===== config.mk =====
export PLATFORM = sky130hd
export DESIGN_NAME = i2c_hold_master
export DESIGN_NICKNAME = d
export VERILOG_FILES = /design/src/rtl/i2chm_pkg.sv /design/src/rtl/i2chm_fifo.sv /design/src/rtl/i2chm_seq.sv /design/src/rtl/i2chm_ctrl.sv /design/src/rtl/i2c_hold_master.sv
export SDC_FILE = /design/constraint.sdc
export NUM_CORES = 1
export LEC_CHECK = 0
export ABC_AREA = 1
export BUFFER_PORTS_ARGS = -buffer_cell sky130_fd_sc_hd__buf_2
export CAP_MARGIN = 10
export CORE_MARGIN = 5
export CORE_UTILIZATION = 51
export CTS_CLUSTER_DIAMETER = 120
export DETAILED_ROUTE_END_ITERATION = 12
export PLACE_DENSITY = 0.71
export SYNTH_ARGS = -nofsm -noshare
export SYNTH_HDL_FRONTEND = slang
export SYNTH_SLANG_ARGS = --single-unit

===== constraint.sdc =====
create_clock -name clk -period 2.8 [get_ports clk]
set_input_delay 0.56 -clock clk [delete_from_list [all_inputs] [get_ports clk]]
set_output_delay 0.56 -clock clk [all_outputs]
set_load 0.05 [all_outputs]

===== src/rtl/i2chm_pkg.sv =====
`timescale 1ns/1ps
package i2chm_pkg;

  localparam int INTR_W   = 14;
  localparam int HOLD_BIT = 13;
  localparam int ABRT_BIT = 6;

  typedef struct packed {
    logic       stop;
    logic       rd;
    logic [7:0] data;
  } cmd_t;

  typedef enum logic [2:0] {
    S_IDLE, S_START, S_BYTE, S_HOLD, S_STOP
  } seq_st_e;

  // Where the sequencer goes after the acknowledge slot of a byte.
  function automatic seq_st_e after_byte(input logic stop, input logic enable,
                                         input logic abort, input logic empty,
                                         input logic hold_ok);
    if (stop || abort || !enable) return S_STOP;
    if (!empty)                   return S_BYTE;
    if (hold_ok)                  return S_HOLD;
    return S_STOP;
  endfunction

  // Whether the master pulls SDA low during bit n (0..7 data, 8 ack slot).
  function automatic logic bit_pull(input cmd_t c, input logic [3:0] n);
    if (n == 4'd8) return c.rd && !c.stop;
    return !c.rd && !c.data[3'd7 - n[2:0]];
  endfunction

endpackage


===== src/rtl/i2chm_fifo.sv =====
`timescale 1ns/1ps
module i2chm_fifo
  import i2chm_pkg::*;
#(
  parameter int DEPTH = 4
) (
  input  logic clk,
  input  logic rst_n,
  input  logic push,
  input  cmd_t wdata,
  input  logic pop,
  input  logic flush,
  output cmd_t head,
  output logic empty,
  output logic full
);
  localparam int AW = (DEPTH > 1) ? $clog2(DEPTH) : 1;
  localparam int CW = AW + 1;

  cmd_t          mem [DEPTH];
  logic [AW-1:0] wp, rp;
  logic [CW-1:0] count;

  wire do_push = push && !full;
  wire do_pop  = pop && !empty;

  function automatic logic [AW-1:0] nxt(input logic [AW-1:0] p);
    return (p == AW'(DEPTH - 1)) ? '0 : p + AW'(1);
  endfunction

  always_ff @(posedge clk or negedge rst_n) begin
    if (!rst_n) begin
      wp <= '0; rp <= '0; count <= '0;
    end else if (flush) begin
      wp <= '0; rp <= '0; count <= '0;
    end else begin
      if (do_push) wp <= nxt(wp);
      if (do_pop)  rp <= nxt(rp);
      if (do_push && !do_pop)      count <= count + CW'(1);
      else if (do_pop && !do_push) count <= count - CW'(1);
    end
  end

  always_ff @(posedge clk) begin
    if (do_push && !flush) mem[wp] <= wdata;
  end

  assign head  = mem[rp];
  assign empty = (count == '0);
  assign full  = (count == CW'(DEPTH));

  // a push into a full queue is dropped, nothing is overwritten
  a_r2_no_overflow: assert property (@(posedge clk) disable iff (!rst_n)
    (full && push && !pop && !flush) |=> $stable(count));

  // a flush leaves the queue empty
  a_r7_flush_empties: assert property (@(posedge clk) disable iff (!rst_n)
    flush |=> empty);

endmodule


===== src/rtl/i2chm_seq.sv =====
`timescale 1ns/1ps
module i2chm_seq
  import i2chm_pkg::*;
#(
  parameter int QTR     = 3,
  parameter int HOLD_EN = 1
) (
  input  logic       clk,
  input  logic       rst_n,
  input  logic       enable,
  input  logic       abort_req,
  input  logic       fifo_empty,
  input  cmd_t       fifo_head,
  output logic       fifo_pop,
  output logic       abort_done,
  output logic       on_hold,
  output logic       seq_idle,
  output logic       rx_valid,
  output logic [7:0] rx_data,
  output logic       scl_oe,
  output logic       sda_oe,
  input  logic       sda_in
);
  localparam int QW = (QTR > 1) ? $clog2(QTR) : 1;

  seq_st_e       st;
  logic [1:0]    ph;
  logic [QW-1:0] qcnt;
  logic [3:0]    bitn;
  cmd_t          cur;
  logic [7:0]    rxsh;
  logic          hold_ok;

  generate
    if (HOLD_EN != 0) begin : g_hold
      assign hold_ok = 1'b1;
    end else begin : g_nohold
      assign hold_ok = 1'b0;
    end
  endgenerate

  wire     tick     = (qcnt == QW'(QTR - 1));
  wire     byte_end = (st == S_BYTE) && tick && (ph == 2'd3) && (bitn == 4'd8);
  seq_st_e nxt_st;
  assign nxt_st = after_byte(cur.stop, enable, abort_req, fifo_empty, hold_ok);

  // named events for the control block and assertions
  assign fifo_pop   = ((st == S_START) && tick && (ph == 2'd3)) ||
                      (byte_end && (nxt_st == S_BYTE)) ||
                      ((st == S_HOLD) && !abort_req && !fifo_empty);
  assign abort_done = abort_req &&
                      ((st == S_IDLE) || ((st == S_STOP) && tick && (ph == 2'd3)));
  assign on_hold    = (st == S_HOLD);
  assign seq_idle   = (st == S_IDLE);

  always_ff @(posedge clk or negedge rst_n) begin
    if (!rst_n) begin
      st <= S_IDLE; ph <= '0; qcnt <= '0; bitn <= '0;
      cur <= '0; rxsh <= '0; rx_data <= '0; rx_valid <= 1'b0;
    end else begin
      rx_valid <= 1'b0;
      case (st)
        S_IDLE: begin
          qcnt <= '0; ph <= '0;
          if (!abort_req && enable && !fifo_empty) st <= S_START;
        end
        S_START: begin
          qcnt <= tick ? '0 : qcnt + QW'(1);
          if (tick) begin
            if (ph == 2'd3) begin
              st <= S_BYTE; ph <= '0; bitn <= '0; cur <= fifo_head;
            end else ph <= ph + 2'd1;
          end
        end
        S_BYTE: begin
          qcnt <= tick ? '0 : qcnt + QW'(1);
          if (tick) begin
            if (ph == 2'd2 && bitn != 4'd8) rxsh <= {rxsh[6:0], sda_in};
            if (ph == 2'd3) begin
              ph <= '0;
              if (bitn != 4'd8) bitn <= bitn + 4'd1;
              else begin
                bitn <= '0;
                if (cur.rd) begin
                  rx_valid <= 1'b1;
                  rx_data  <= rxsh;
                end
                st <= nxt_st;
                if (nxt_st == S_BYTE) cur <= fifo_head;
              end
            end else ph <= ph + 2'd1;
          end
        end
        S_HOLD: begin
          qcnt <= '0; ph <= '0;
          if (abort_req) st <= S_STOP;
          else if (!fifo_empty) begin
            st <= S_BYTE; bitn <= '0; cur <= fifo_head;
          end
        end
        S_STOP: begin
          qcnt <= tick ? '0 : qcnt + QW'(1);
          if (tick) begin
            if (ph == 2'd3) st <= S_IDLE;
            else ph <= ph + 2'd1;
          end
        end
        default: st <= S_IDLE;
      endcase
    end
  end

  // Line drive: SCL is low in phases 0 and 3 of a bit, SDA moves only then.
  always_comb begin
    scl_oe = 1'b0;
    sda_oe = 1'b0;
    case (st)
      S_START: begin
        scl_oe = (ph >= 2'd2);
        sda_oe = (ph >= 2'd1);
      end
      S_BYTE: begin
        scl_oe = (ph == 2'd0) || (ph == 2'd3);
        sda_oe = bit_pull(cur, bitn);
      end
      S_HOLD:  scl_oe = 1'b1;
      S_STOP: begin
        scl_oe = (ph == 2'd0);
        sda_oe = (ph <= 2'd1);
      end
      default: ;
    endcase
  end

  // SDA does not move while SCL is released inside a byte
  a_r2_sda_stable: assert property (@(posedge clk) disable iff (!rst_n)
    (st == S_BYTE && $past(st == S_BYTE) && !scl_oe && $past(!scl_oe))
      |-> $stable(sda_oe));

  // the hold is entered only after a byte without STOP
  a_r5_hold_entry: assert property (@(posedge clk) disable iff (!rst_n)
    $rose(on_hold) |-> (!cur.stop && enable));

  // a queued command releases the hold on the next cycle
  a_r6_resume: assert property (@(posedge clk) disable iff (!rst_n)
    (on_hold && !fifo_empty && !abort_req) |=> !on_hold);

  // an abort during the hold heads for a STOP
  a_r7_abort_stop: assert property (@(posedge clk) disable iff (!rst_n)
    (on_hold && abort_req) |=> (st == S_STOP));

endmodule


===== src/rtl/i2chm_ctrl.sv =====
`timescale 1ns/1ps
module i2chm_ctrl #(
  parameter int QTR = 3
) (
  input  logic       clk,
  input  logic       rst_n,
  input  logic       wr,
  input  logic [1:0] wdata,
  input  logic       intr_clr,
  input  logic       on_hold,
  input  logic       seq_idle,
  input  logic       abort_done,
  output logic       enable,
  output logic       abort_req,
  output logic [1:0] rdata,
  output logic       en_status,
  output logic       tx_abrt
);
  localparam int PERIOD = 4 * QTR;
  localparam int CW     = $clog2(PERIOD + 1);

  logic [CW-1:0] dis_cnt;

  always_ff @(posedge clk or negedge rst_n) begin
    if (!rst_n) begin
      enable <= 1'b0; abort_req <= 1'b0; tx_abrt <= 1'b0;
      en_status <= 1'b0; dis_cnt <= '0;
    end else begin
      if (wr) begin
        if (wdata[0])     enable <= 1'b1;
        else if (!on_hold) enable <= 1'b0;
      end
      if (wr && wdata[1]) abort_req <= 1'b1;
      else if (abort_done) abort_req <= 1'b0;
      if (abort_done)    tx_abrt <= 1'b1;
      else if (intr_clr) tx_abrt <= 1'b0;
      if (enable || !seq_idle)         dis_cnt <= '0;
      else if (dis_cnt != CW'(PERIOD)) dis_cnt <= dis_cnt + CW'(1);
      if (enable)                      en_status <= 1'b1;
      else if (dis_cnt == CW'(PERIOD)) en_status <= 1'b0;
    end
  end

  assign rdata = {abort_req, enable};

  // holding the bus keeps the controller enabled
  a_r8_hold_keeps_enable: assert property (@(posedge clk) disable iff (!rst_n)
    (on_hold && enable) |=> enable);

  // the abort bit clears itself once the abort is complete
  a_r7_abort_self_clears: assert property (@(posedge clk) disable iff (!rst_n)
    (abort_done && !(wr && wdata[1])) |=> !abort_req);

  // a finished abort raises the sticky flag
  a_r7_abrt_flag: assert property (@(posedge clk) disable iff (!rst_n)
    abort_done |=> tx_abrt);

  // the active status drops only from an idle, disabled sequencer
  a_r9_status_after_idle: assert property (@(posedge clk) disable iff (!rst_n)
    $fell(en_status) |-> $past(!enable && seq_idle));

endmodule


===== src/rtl/i2c_hold_master.sv =====
`timescale 1ns/1ps
module i2c_hold_master
  import i2chm_pkg::*;
#(
  parameter int DEPTH   = 4,
  parameter int QTR     = 3,
  parameter int HOLD_EN = 1
) (
  input  logic              clk,
  input  logic              rst_n,
  input  logic              cmd_push,
  input  logic [9:0]        cmd_word,
  output logic              cmd_full,
  input  logic              ctrl_wr,
  input  logic [1:0]        ctrl_wdata,
  output logic [1:0]        ctrl_rdata,
  output logic              en_status,
  output logic [INTR_W-1:0] raw_intr,
  input  logic              intr_clr,
  output logic              rx_valid,
  output logic [7:0]        rx_data,
  output logic              scl_oe,
  output logic              sda_oe,
  input  logic              sda_in
);
  cmd_t head;
  logic empty, pop, abort_done, on_hold, seq_idle;
  logic enable, abort_req, tx_abrt;

  i2chm_fifo #(.DEPTH(DEPTH)) u_fifo (
    .clk(clk), .rst_n(rst_n), .push(cmd_push), .wdata(cmd_t'(cmd_word)),
    .pop(pop), .flush(abort_done), .head(head), .empty(empty), .full(cmd_full)
  );

  i2chm_seq #(.QTR(QTR), .HOLD_EN(HOLD_EN)) u_seq (
    .clk(clk), .rst_n(rst_n), .enable(enable), .abort_req(abort_req),
    .fifo_empty(empty), .fifo_head(head), .fifo_pop(pop),
    .abort_done(abort_done), .on_hold(on_hold), .seq_idle(seq_idle),
    .rx_valid(rx_valid), .rx_data(rx_data), .scl_oe(scl_oe), .sda_oe(sda_oe),
    .sda_in(sda_in)
  );

  i2chm_ctrl #(.QTR(QTR)) u_ctrl (
    .clk(clk), .rst_n(rst_n), .wr(ctrl_wr), .wdata(ctrl_wdata),
    .intr_clr(intr_clr), .on_hold(on_hold), .seq_idle(seq_idle),
    .abort_done(abort_done), .enable(enable), .abort_req(abort_req),
    .rdata(ctrl_rdata), .en_status(en_status), .tx_abrt(tx_abrt)
  );

  always_comb begin
    raw_intr           = '0;
    raw_intr[HOLD_BIT] = on_hold;
    raw_intr[ABRT_BIT] = tx_abrt;
  end

  // with the hold built out, the on-hold bit never rises
  a_r4_r11_no_hold_variant: assert property (@(posedge clk) disable iff (!rst_n)
    (HOLD_EN == 0) |-> !raw_intr[HOLD_BIT]);

endmodule


---- Word-level counts from Yosys, hierarchy flattened ----
Memories as Yosys holds them, arrays and structs flattened.
Index checks and enable logic that the tools add are counted.
W data, S select, Z words.
word-level totals
  memories ................................ 1
  bits in registers ....................... 53
  word-level logic and storage cells ...... 205
  output and inout bits ................... 29
  bits in read-only memories .............. 0
  bits in latches ......................... 0
  memory bits (writable) .................. 40
  bits of input ports ..................... 18
memories
  name        depth  bits a word  read ports  clocked after Yosys merged registers in  write ports  line              RTL
  u_fifo.mem  4      10           1           0                                        1            i2chm_fifo.sv:20  cmd_t mem [DEPTH];
cells by class
  bitwise operators ....................... 1
  shift-type cells ........................ 0
  multiply operators ...................... 0
  reduce and logical (&&, ||, !) cells .... 63
  equal/unequal tests ..................... 30
  divide/modulo/power cells ............... 0
  $lt $le $gt $ge ......................... 4
  multiplexer cells ....................... 79
  add/sub/neg operators ................... 9
operators by type and width
  cell                   count
  $mux W10               8
  $mux W3                18
  $mux W4                9
  $pmux W10 S3           1
  $mux W1                25
  $logic_and A1 B1 Y1    22
  $mux W2                11
  $ne A2 B2 Y1 const B   10
  $reduce_and A9 Y1      2
  $pmux W3 S5            1
  $reduce_bool A2 Y1     7
  $pmux W4 S3            1
  $logic_not A1 Y1       11
  $eq A2 B2 Y1 const B   5
  $eq A3 B2 Y1 const B   3
  $reduce_bool A3 Y1     3
  $add A2 B1 Y2 const B  4
  $add A4 B1 Y4 const B  2
  $eq A4 B4 Y1 const B   2
  $ne A2 B1 Y1 const B   4
  $ne A4 B4 Y1 const B   2
  $logic_or A1 B1 Y1     7
  $reduce_and A7 Y1      1
  $eq A3 B3 Y1 const B   2
  other kinds (23)       25

---- Longest topological paths before layout ----
Gate-level depths: netlist of run 1.
  word-level depth ........................ 18
  mapped depth ............................ 14
  gate-level depth less buffers ........... 13

---- By module ----
A second synthesis of run 1 with hierarchy kept.
second synthesis, totals
  cell total of the unflattened synthesis .. 487
  area, all modules ....................... 4674.5 µm²
by module, submodules not included
  module           cells each  sequential area each (µm²)  instances  area each (µm²)
  i2chm_seq        261         950.9                       1          2190.9
  i2chm_fifo       165         1376.3                      1          1970.6
  i2chm_ctrl       46          200.2                       1          404.1
  i2c_hold_master  15          0.0                         1          108.9

---- Worst setup path before layout of run 1 ----
OpenSTA, ideal clock, no wires.
  path kind ............................... register to register
  start point ............................. register u_seq.bitn[0]
  end point ............................... register u_fifo.count[2]
  period minus slack after synthesis ...... 2458 ps
  data required time ...................... 2681 ps
  stages on the path, launching flop included .. 15
  library setup time ...................... 119 ps
  arrival time ............................ 2340 ps
  path slack .............................. 342 ps
  path buffers ............................ 1
  cells stage by stage .................... dfrtp_1 clkbuf_1 inv_1 ha_1 nand2_1 nor2_2 nand3_1 nand2_1 nand4_1 ha_1 fa_1 a21oi_1 o21ai_0 xor2_1 nor2_1
on the way
  word-level cells in the longest chain between the ends .. 10
  elaborated cells on any way between the ends .. 12
  those cells by class .................... 1 x eq/ne; 2 x mux; 9 x reduce/logical
RTL lines
  item                      line              RTL
  start: declaration        i2chm_seq.sv:29   logic [3:0] bitn;
  start signal: assignment  i2chm_seq.sv:81   if (bitn != 4'd8) bitn <= bitn + 4'd1;
  $eq A4 B4 Y1 *            i2chm_seq.sv:43   wire byte_end = (st == S_BYTE) && tick && (ph == 2'd3) && (bitn == 4'd8);
  $logic_and A1 B1 Y1 *     i2chm_seq.sv:43
  $logic_and A1 B1 Y1 *     i2chm_seq.sv:49   (byte_end && (nxt_st == S_BYTE)) ||
  $logic_or A1 B1 Y1 *      i2chm_seq.sv:48   assign fifo_pop = ((st == S_START) && tick && (ph == 2'd3)) ||
  $logic_or A1 B1 Y1 *      i2chm_seq.sv:49
  $logic_and A1 B1 Y1 *     i2chm_fifo.sv:25  wire do_pop = pop && !empty;
  $logic_not A1 Y1          i2chm_fifo.sv:39  if (do_push && !do_pop) count <= count + CW'(1);
  $logic_and A1 B1 Y1       i2chm_fifo.sv:39
  $mux W3                   i2chm_fifo.sv:39
  $mux W3                   i2chm_fifo.sv:34  end else if (flush) begin
  end signal: assignment    i2chm_fifo.sv:39
  end signal: assignment    i2chm_fifo.sv:40  else if (do_pop && !do_push) count <= count - CW'(1);
  end: declaration          i2chm_fifo.sv:22  logic [CW-1:0] count;
Mark *: on every way between the ends. The rest lies on a longest branch, timed or not.
A chain may end at the register's enable or synchronous reset.

---- Worst setup path in the final report of run 1 ----
  start point ............................. register u_seq.bitn[1]
  end point ............................... output port sda_oe
on the way
  word-level cells in the longest chain between the ends .. 7
  elaborated cells on any way between the ends .. 10
  those cells by class .................... 1 x add/sub; 1 x eq/ne; 6 x mux; 2 x reduce/logical
RTL lines
  item                           line                   RTL
  $sub A3 B3 Y3                  i2chm_pkg.sv:31        return !c.rd && !c.data[3'd7 - n[2:0]];
  $bmux W1 S3                    i2chm_pkg.sv:31
  $mux W1 (not written as such)  i2chm_pkg.sv:31
  $logic_not A1 Y1               i2chm_pkg.sv:31
  $logic_and A1 B1 Y1            i2chm_pkg.sv:31
  $mux W1 *                      i2chm_pkg.sv:31
  $pmux W1 S3 *                  i2chm_seq.sv:117       case (st)
  end: declaration               i2c_hold_master.sv:23  output logic sda_oe,
Mark *: on every way between the ends. The rest lies on a longest branch, timed or not. The select of a mux whose other input is x is not followed.

==> summary.txt, run 1 <==
Synth
  – Async set-reset flop share out of synthesis: between 50% and 60%
  – Post-synthesis sequential area ratio: around 56%
  – Ys flop type: dfrtp_1
  – Cells after synthesis: between 400 and 500
  – #FFs+latches synth: 93
  – Syn Area/Cell: 9.864 um^2
  – Synth warnings: 0
  – Synth unique cells: 40
  – Synth Cell Area: ~4500 um^2
  – Post-synth EDFFs: 40

Clock network
  – Clock transition at path regs: 0.09 ns
  – Clock root buffer: clkbuf_8
  – CTS tree: done
  – Gates resized, CTS repair: 0
  – Number of post-CTS setup repair buffers: 0
  – Clock Tree Buf Depth: 2
  – Clk sinks: 93
  – Htree depth: 3
  – Clk_lat worst skew: 0.35 ns
  – Number of buffers created by CTS: 9
  – CTS Hold Buffers Added: 0

Detailed routing
  – Routed length per placed instance: roughly 13 um
  – Via density: 5.180
  – Via count: 3,134
  – # DRC: 0
  – Initial DRC count: 104
  – Pre-antenna DRT Iters: 4
  – Final WL: between 7 and 8 mm
  – Antenna viol nets, final: 0

Status
  – Status: finished clean

Worst setup path
  – Slowest stage delay, CP: 0.43 ns
  – Critical-path top delay cell: dfrtp_1
  – Nature of the critical path endpoint: primary output
  – Critical path's top delay family: simple AND/OR/NAND/NOR gates
  – Critical Path RT: between 2 and 2.5 ns
  – Startpoint Class: register
  – Cell mode on critical path: nand2_1
  – WP data arrival: 2.03 ns
  – CP Buf/Inv Count: 2
  – Crit Path Max Fanout: 5
  – Crit path kind: reg2out
  – Worst-path cell chain: inv_1, ha_1, nand2_1, nor2_4, nand2_1, nor3_1, nor2_1, nand2_1, buf_2

Finish
  – Register area: 2527 um^2
  – Most common cell after layout, fill and taps aside: nand2_1
  – Layout area overhead: 9.116%
  – # fillers: 745
  – Final nets: 525
  – Share of cells above drive strength 1: between 10% and 20%
  – Post-layout util: 56.71%
  – Area taken by multi-input logic gates: between 1500 and 2000 um^2
  – Most frequent cells in the layout: nand2_1, nor2_1, dfrtp_1, inv_1, edfxtp_1
  – Ant diodes: 0

Timing
  – Slew Viols, Final: 0
  – Worst hold margin: 0.1244 ns
  – Fin crit period: 2.588 ns
  – Actual slew at the worst max-slew pin: 0.7076 ns
  – RSZ-0062 raised after global routing: false
  – Final Cycle Share: 92.44%
  – Setup Total Neg Slack: 0 ns
  – Final hold vios: 0
  – Clock Skews: 0.01321 ns
  – Final count of negative-setup-slack endpoints: 0
  – Fmax: 386.4 MHz
  – Rel. slew slack: 52.83%

Power and ir drop
  – Power Dens Cells: 923.1 nW/um^2
  – Leak: 0.002203 uW
  – Internal power: 2687 uW
  – Clock Power Share: between 10% and 20%
  – Sw Share: 40.56%
  – Sequential Power Share: between 40% and 50%
  – Worst vdd ir: 0.3940 mV
  – Sw power: 1834 uW
  – Total power: 4520 uW
  – Gate power share: approximately two fifths

Die
  – Die W: 103.8 um
  – Die area: roughly 11,000 um^2
  – Initial core utilization: about half
  – Height of the die: about 100 um
  – Top-level I/O count: 47
  – Core Rows: 34
  – Core area: 8636 um^2

GRT
  – Largest net degree at the start of global routing: 36
  – Vias in the first global route: 3,083
  – Grt total ovfl: 0
  – All-layer global routing usage: 15.63%
  – Initial antenna violation count: 0
  – First-pass GRT wire length: 14.08 mm

Hold path
  – Tightest Hold Check Type: in2async

Place
  – RD Place Congestion: 0.8847
  – Port-buffer cells: 34
  – Post-detail-place hpwl: 5.626 mm

Flow run
  – Max-cap violation count: 0
[through the flow]
step | worst slack [ns] | area [um^2] | std cells
2_1_floorplan | 0.3416 | 4529 | 466
3_3_place_gp | 0.3208 | 4703 | 589
3_5_place_dp | 0.2187 | 4703 | 589
4_1_cts | 0.1137 | 4892 | 605
5_1_grt | 0.03000 | 4897 | 605
6_report | 0.2117 | 4897 | 605
[power by group through the flow]
| stage | combinational (uW) | clock (uW) | sequential (uW) |
|---|---|---|---|
| floorplan | 1410 | 0 | 1880 |
| global placement | 1730 | 0 | 1910 |
| detailed placement | 1770 | 0 | 1920 |
| CTS | 1780 | 890 | 1890 |
| global route | 2000 | 946 | 1930 |
| finish | 1770 | 858 | 1900 |
[layer usage]
metal / GRT usage, % / up-vias / part of all wire (%)
li1: - / 1567 / -
met1: 20.09 / 1476 / 45
met2: 25.91 / 78 / 48
met3: 3.545 / 13 / 5.5
met4: 5.643 / 0 / 1.4
met5: 0 / - / 0
[area by class of cell]
cell class,count,share of cell area (%)
clock inverters,6,1.252
clock buffers,10,2.606
inverters,50,3.858
repair buffers,41,4.548
flip-flops and latches,93,51.61
multi-input cells,297,33.37
well taps,108,2.759
[final timing paths]
kind / cells after the start / startpoint / endpoint / slack, ns
min in group clk: 2 / intr_clr / u_ctrl.tx_abrt / 0.40
max in group asynchronous: 2 / rst_n / u_fifo.rp[1] / 1.89
hold reg to reg: 2 / u_seq.rx_data[7] / u_seq.rx_data[7] / 0.47
hold / removal: 1 / rst_n / u_seq.ph[0] / 0.12
setup / recovery: 9 / u_seq.bitn[1] / sda_oe / 0.21
setup reg to reg: 13 / u_seq.bitn[1] / u_fifo.count[2] / 0.27
[cells by family after synthesis]
group | after synthesis | synth area share [%]
xor gates and xnor gates | 4 | 0.7807
other | 1 | 0.08356
DFF | 93 | 56.31
buffers and inverters | 76 | 8.308
adders and majority gates | 15 | 4.349
AOI/OAI and AO/OA | 80 | 10.93
and+or+nand+nor | 186 | 19.24
[synthesized netlist by cell type (7+ instances only)]
library cell / n / share of area (%)
inv_1: 46 / 3.8
o21ai_1: 10 / 1.1
buf_4: 16 / 2.7
o32ai_1: 10 / 2.0
o21ai_0: 32 / 3.6
clkbuf_1: 7 / 0.59
nor2_1: 53 / 4.4
dfrtp_1: 53 / 30
nand3_1: 21 / 2.3
edfxtp_1: 40 / 27
a21oi_1: 11 / 1.2
nand2_1: 83 / 6.9
ha_1: 14 / 3.9
o21ai_2: 7 / 1.4
nand4_1: 7 / 0.98
[flip-flops by register name, indices dropped and copies added (netlist names)]
signal            cells
u_seq.bitn            4
u_seq.qcnt            2
u_ctrl.tx_abrt        1
u_ctrl.en_status      1
u_seq.ph              2
u_ctrl.abort_req      1
u_fifo.wp             2
u_fifo.mem           40
u_fifo.count          3
u_seq.rxsh            8
u_seq.rx_data         8
u_ctrl.dis_cnt        4
u_fifo.rp             2
u_seq.cur            10
u_seq.rx_valid        1
u_seq.st              3
u_ctrl.enable         1
(Power assumes the default switching activity.)
==> run 2, diff against run 1 <==
--- a/constraint.sdc
+++ b/constraint.sdc
@@ -3,2 +3,2 @@
 set_output_delay 0.56 -clock clk [all_outputs]
-set_load 0.05 [all_outputs]
+set_load 0.01 [all_outputs]
==> run 2 against run 1 <==
Net effect:
- worst setup slack got worse by 0.068 ns
- flip-flop and latch count unchanged
- sequential power about the same
- core utilization increased by 0.20 points
- clock skew decreased by 0.0015 ns
- via count increased by 0.29%
==> summary.txt, run 2 (synthesis results as in run 1) <==
GRT
  – Initial antenna violation count: 0 (unchanged)
  – GRT Max-Usage Layer: met2
  – All-layer global routing usage: 15.41% (-0.22 points)
  – First-pass GRT wire length: 13.95 mm (-0.89%)
  – M2 GR Usage: 25.18% (-0.73 points)
  – Grt total ovfl: 0 (unchanged)
  – GR Util met1: 20.44% (+0.35 points)
  – Largest net degree at the start of global routing: 36 (unchanged)
  – GR Layer Usage met3: 3.109% (-0.44 points)
  – Vias in the first global route: 3,089 (+0.19%)

Die
  – Top-level I/O count: 47 (unchanged)
  – Core area: 8636 um^2 (unchanged)
  – Die area: 10,780 um^2 (unchanged)
  – Initial core utilization: 51.97% (unchanged)
  – Height of the die: 103.8 um (unchanged)
  – Die W: 103.8 um (unchanged)
  – Core Rows: 34 (unchanged)

Place
  – DP Worst Slack: 0.1227 ns (-0.09610 ns)
  – Post-detail-place hpwl: 5.616 mm (-0.18%)
  – Port-buffer cells: 34 (unchanged)
  – RD Place Congestion: 0.8798 (-0.55%)

Clock network
  – Number of buffers created by CTS: 9 (unchanged)
  – Clock root buffer: clkbuf_8
  – CTS tree: done
  – Htree depth: 3 (unchanged)
  – Clk sinks: 93 (unchanged)
  – Clk_lat worst skew: 0.36 ns (about the same)
  – Clock transition at path regs: 0.10 ns (about the same)
  – Clock Tree Buf Depth: 2 (unchanged)

Finish
  – Max reg flops: 40 (unchanged)
  – Most common cell after layout, fill and taps aside: nand2_1
  – Layout area overhead: 9.506%
  – Most frequent cells in the layout: nand2_1, nor2_1, dfrtp_1, inv_1, edfxtp_1
  – Final nets: 524 (-0.19%)
  – Top flop regs: u_fifo.mem (40), u_seq.cur (10)
  – Ant diodes: 0 (unchanged)
  – Share of cells above drive strength 1: 17.54% (+0.64 points)
  – Largest reg by FF count: u_fifo.mem
  – # fillers: 751 (+0.81%)

Detailed routing
  – Pre-antenna DRT Iters: 4 (unchanged)
  – # DRC: 0 (unchanged)
  – Routed length per placed instance: 13.34 um (+1.4%)
  – Antenna viol nets, final: 0 (unchanged)
  – Final WL: 8.058 mm (+1.2%)
  – Initial DRC count: 144 (+38%)
  – Via count: 3,143 (+0.29%)
  – Via density: 5.204 (+0.45%)

Worst setup path
  – Crit Path Max Fanout: 10 (+5)
  – Nature of the critical path endpoint: register
  – Launch point of the worst path: u_seq.bitn[0]
  – Critical-path top delay cell: dfrtp_2
  – Critical Path RT: 3.06 ns (+0.82 ns)
  – CP Buf/Inv Count: 1 (-1)
  – Worst R2R Start: u_seq.bitn[0]
  – Crit path kind: reg2reg
  – Startpoint Class: register
  – Worst-path cell chain: inv_1, ha_1, nand2_1, nor2_4, nand3_1, nand2_1, nand4_1, ha_1, fa_1, a21oi_1, o21ai_0, xor2_1, nor2_1
  – Critical path's top delay family: adder cells
  – WP data arrival: 2.91 ns (+0.88 ns)
  – Slowest stage delay, CP: 0.48 ns (+0.05 ns)

Power and ir drop
  – Total power: 4454 uW (-1.5%)
  – Worst vdd ir: 0.4768 mV (+21%)
  – Power Dens Cells: 906.2 nW/um^2 (-1.8%)
  – Leak: 0.002214 uW (+0.50%)

Flow run
  – Max-cap violation count: 0 (unchanged)

Timing
  – Final count of negative-setup-slack endpoints: 0 (unchanged)
  – Setup Total Neg Slack: 0 ns (unchanged)
  – Actual slew at the worst max-slew pin: 0.6461 ns (-0.06148 ns)
  – Final hold vios: 0 (unchanged)
  – Slew Viols, Final: 0 (unchanged)
  – Final Cycle Share: 94.87% (+2.4 points)
  – RSZ-0062 raised after global routing: false
  – Fin worst setup slack: 0.1436 ns (-0.06810 ns)
  – Fin crit period: 2.656 ns (+0.06810 ns)
  – Clock Skews: 0.01170 ns (-0.001502 ns)
  – Rel. slew slack: 56.92% (+4.1 points)
  – Fmax: 376.5 MHz (-2.6%)

Hold path
  – Tightest Hold Check Type: in2async

Status
  – Status: finished clean
-- run 2: cell count changes in the layout (fill, tap and decap cells not counted) --
cell and change:
clkinv_1 -2, clkbuf_1 -1, clkinvlp_4 -1, dfrtp_1 -1, buf_4 -1, dfrtp_2 +1, clkinv_4 +1, inv_8 +3
-- run 2: report_power, final --
group | switching [uW] | leakage (uW) | internal (uW) | total (uW)
combinational | 1050 | 0.00105 | 537 | 1590
sequential | 180 | 0.00106 | 1730 | 1910
clock | 520 | 0.000106 | 436 | 957
total | 1750 | 0.00221 | 2700 | 4450
-- run 2: layer usage --
metal / up-vias / routed length, um
li1: 1569 / -
met1: 1472 / 3575
met2: 94 / 3946
met3: 8 / 447
met4: 0 / 89
met5: - / 0
-- run 2: worst register-to-register path: cells and delay by family, from the launching register on --
family / cells / cell delay (ns)
adders and majority gates: 3 / 0.83
and+or+nand+nor: 6 / 0.64
DFF: 1 / 0.48
AOI/OAI and AO/OA: 2 / 0.31
xor gates and xnor gates: 1 / 0.17
buffers and inverters: 1 / 0.13
-- run 2: final timing paths --
path                                          end  slack, ns  depth (start not counted)
max in group asynchronous           u_seq.bitn[0]       1.87                          2
worst min-delay path            u_ctrl.dis_cnt[2]       0.12                          1
worst min register to register   u_ctrl.en_status       0.48                          1
min in group clk                   u_ctrl.tx_abrt       0.38                          2
worst max-delay path              u_fifo.count[2]       0.14                         13
worst max register to register    u_fifo.count[2]       0.14                         13
-- run 2: what timing repair did --
action	CTS	global route
resized for setup	0	2
endpoints found under the setup margin	0	1
hold buffers	0	0
buffers inserted	0	0
-- run 2: layout make-up --
| class | count | area (um^2) | share of cell area (%) |
|---|---|---|---|
| Sequential cell | 93 | 2529 | 51.45 |
| Clock buffer | 9 | 123.9 | 2.520 |
| Clock inverter | 7 | 88.84 | 1.808 |
| Inverter | 50 | 188.9 | 3.844 |
| Multi-Input combinational cell | 297 | 1634 | 33.25 |
| Tap cell | 108 | 135.1 | 2.750 |
| Timing Repair Buffer | 40 | 215.2 | 4.379 |
-- run 2: metrics by stage --
stage	cell area, um^2	instances	hold WS (ns)	utilization, %
2_1_floorplan	4529	466	0.2644	-
3_3_place_gp	4696	588	0.4492	54.38
3_5_place_dp	4696	588	0.4638	54.38
4_1_cts	4908	604	0.1235	56.84
5_1_grt	4915	604	0.1447	56.91
6_report	4915	604	0.1185	56.91
==> run 3, diff against run 2 <==
CORE_UTILIZATION = 40   (was 51)
PLACE_DENSITY = not set   (was 0.71)
==> run 3 against run 2 <==
Net effect:
- sequential power barely moved
- global-route usage down 2.3 points
- maximum frequency grew 5.0%
- largest cell class unchanged
- first-iteration DRC count shrank 8.3%
- clock-buffer cell count did not move
- core utilization is 11 points lower
- cell area rose by 2.6%
- register-to-register slack better by 0.13 ns
- critical path type unchanged
- combinational power about the same
- clock power grew 21%
- final cell count grew 5.5%
- clock skew down 0.0052 ns
==> summary.txt, run 3 (synthesis results as in run 1) <==
Worst setup path
  – Worst R2R Start: u_seq.bitn[1]
  – WP data arrival: 2.80 ns (-0.11 ns)
  – Critical Path RT: 3.07 ns (about the same)
  – CP endpoint: u_fifo.count[2]
  – Crit Path Max Fanout: 5 (-5)
  – R2r endpoint: u_fifo.count[2]
  – Reg2Reg Depth: 13 (unchanged)
  – Nature of the critical path endpoint: register
  – Startpoint Class: register
  – Reg2reg setup slack: 0.27 ns (+0.13 ns)
  – Launch point of the worst path: u_seq.bitn[1]
  – Crit path kind: reg2reg

Hold path
  – Tightest Hold Check Type: in2async

Detailed routing
  – DR WL met2: 4.027 mm (+2.1%)
  – Pre-antenna DRT Iters: 4 (unchanged)
  – Top Layer Used: met4
  – Via count: 3,092 (-1.6%)
  – Wire length on met1: 3.626 mm (+1.4%)
  – Initial DRC count: 132 (-8.3%)
  – Routed length per placed instance: 12.75 um (-4.5%)
  – # DRC: 0 (unchanged)
  – Met3 routed WL: 377 um (-16%)
  – Via density: 4.854 (-6.7%)
  – Antenna viol nets, final: 0 (unchanged)
  – Final WL: 8.119 mm (+0.76%)

Finish
  – Most common cell after layout, fill and taps aside: nand2_1
  – Top flop regs: u_fifo.mem (40), u_seq.cur (10)
  – Final nets: 525 (+0.19%)
  – Share of cells above drive strength 1: 17.51% (-0.035 points)
  – # fillers: 1,052 (+40%)
  – Ant diodes: 0 (unchanged)
  – Register area: 2527 um^2 (about the same)
  – Area taken by multi-input logic gates: 1634 um^2 (unchanged)
  – Cell area after layout: 5044 um^2 (+2.6%)
  – Post-layout util: 46.12% (-11 points)
  – Max reg flops: 40 (unchanged)
  – Largest reg by FF count: u_fifo.mem
  – Layout area overhead: 12.38%
  – Most frequent cells in the layout: nand2_1, nor2_1, dfrtp_1, inv_1, edfxtp_1

GRT
  – Largest net degree at the start of global routing: 54 (+50%)
  – First-pass GRT wire length: 14.00 mm (+0.35%)
  – All-layer global routing usage: 13.07% (-2.3 points)
  – Vias in the first global route: 3,091 (+0.065%)
  – Grt total ovfl: 0 (unchanged)
  – Initial antenna violation count: 0 (unchanged)

Timing
  – Actual slew at the worst max-slew pin: 0.6678 ns (+0.02171 ns)
  – Clock Skews: 0.006528 ns (-0.005177 ns)
  – Rel. slew slack: 55.48% (-1.4 points)
  – Final Cycle Share: 90.31% (-4.6 points)
  – Fin worst setup slack: 0.2713 ns (+0.1277 ns)
  – Setup Total Neg Slack: 0 ns (unchanged)
  – Fmax: 395.5 MHz (+5.0%)
  – Final hold vios: 0 (unchanged)
  – Final count of negative-setup-slack endpoints: 0 (unchanged)
  – Slew Viols, Final: 0 (unchanged)
  – Fin crit period: 2.529 ns (-0.1277 ns)

Power and ir drop
  – Clock Power Share: 25.0% (+3.5 points)
  – Power Dens Cells: 923.6 nW/um^2 (+1.9%)
  – Internal power: 2900 uW (+7.3%)
  – Sw power: 1758 uW (+0.46%)
  – Gate power share: 34.3% (-1.3 points)
  – Sw Share: 37.74% (-1.6 points)
  – Worst vdd ir: 0.5059 mV (+6.1%)
  – Total power: 4658 uW (+4.6%)
  – Sequential Power Share: 40.7% (-2.2 points)
  – Leak: 0.002250 uW (+1.6%)

Status
  – Status: finished clean

Clock network
  – Clock Tree Buf Depth: 2 (unchanged)
  – Clk_lat worst skew: 0.34 ns (-0.02 ns)
  – Clock root buffer: clkbuf_16
  – Clk sinks: 93 (unchanged)
  – Number of buffers created by CTS: 9 (unchanged)
  – CTS tree: done
  – Htree depth: 3 (unchanged)
  – Clock transition at path regs: 0.07 ns (-0.03 ns)
  – Number of post-CTS setup repair buffers: 0 (unchanged)

Place
  – Post-detail-place hpwl: 5.690 mm (+1.3%)
  – DP Worst Slack: 0.2106 ns (+0.08795 ns)
  – RD Place Congestion: 0.8213 (-6.6%)
  – Port-buffer cells: 34 (unchanged)
  – Area after DPL: 4743 um^2 (+1.0%)

Die
  – Die W: 115.9 um (+12%)
  – Core Rows: 38 (+12%)
  – Height of the die: 115.9 um (+12%)
  – Die area: 13,440 um^2 (+25%)
  – Core area: 10,940 um^2 (+27%)
  – Initial core utilization: 41.04% (-11 points)
  – Top-level I/O count: 47 (unchanged)

Flow run
  – Max-cap violation count: 0 (unchanged)
-- run 3: final cells by class --
class	instances	share of cell area, %
flip-flops and latches	93	50.11
multi-input cells	297	32.40
well taps	140	3.473
clock inverters	7	1.389
clock buffers	9	4.465
repair buffers	41	4.416
inverters	50	3.746
-- run 3: what timing repair did --
action | CTS | global route
hold buffers | 0 | 0
resized for setup | 0 | 1
endpoints found under the setup margin | 0 | 1
-- run 3: power groups by stage --
| stage | clock (uW) | combinational [uW] | sequential (uW) |
|---|---|---|---|
| finish | 1160 | 1600 | 1900 |
| global route | 1260 | 1860 | 1930 |
| CTS | 1210 | 1620 | 1900 |
| detailed placement | 0 | 1610 | 1920 |
| global placement | 0 | 1580 | 1920 |
| floorplan | 0 | 1240 | 1880 |
-- run 3: worst min-delay path by stage --
stage	from	end	slack, ns	depth (start not counted)
2_1_floorplan	rst_n	u_ctrl.abort_req	0.26	0
3_3_place_gp	u_seq.rx_data[7]	u_seq.rx_data[7]	0.45	2
3_5_place_dp	u_seq.rx_data[7]	u_seq.rx_data[7]	0.45	2
4_1_cts	rst_n	u_fifo.count[0]	0.37	2
5_1_grt	cmd_word[4]	u_fifo.mem[1][4]	0.41	1
6_report	rst_n	u_ctrl.en_status	0.34	2
-- run 3: per-stage QoR --
step                hold slack [ns]  instances
floorplan                    0.2644        466
global placement             0.4523        621
detailed placement           0.4540        621
CTS                          0.3653        637
global route                 0.4133        637
finish                       0.3389        637
-- run 3: routing by layer --
layer  track usage (%)  vias to the layer above
met3             3.133                        8
li1                  -                     1573
met4             3.944                        0
met1             15.65                     1442
met5                 0                        -
met2             23.28                       69
-- run 3: critical path, stage by stage, from the launching register on --
cell	delay, ns
dfrtp_1	0.42
inv_1	0.13
ha_1	0.16
nand2_1	0.09
nor2_4	0.16
nand3_1	0.11
nand2_1	0.07
nand4_1	0.16
ha_1	0.27
fa_1	0.38
a21oi_1	0.14
o21ai_0	0.11
xor2_1	0.15
nor2_1	0.10
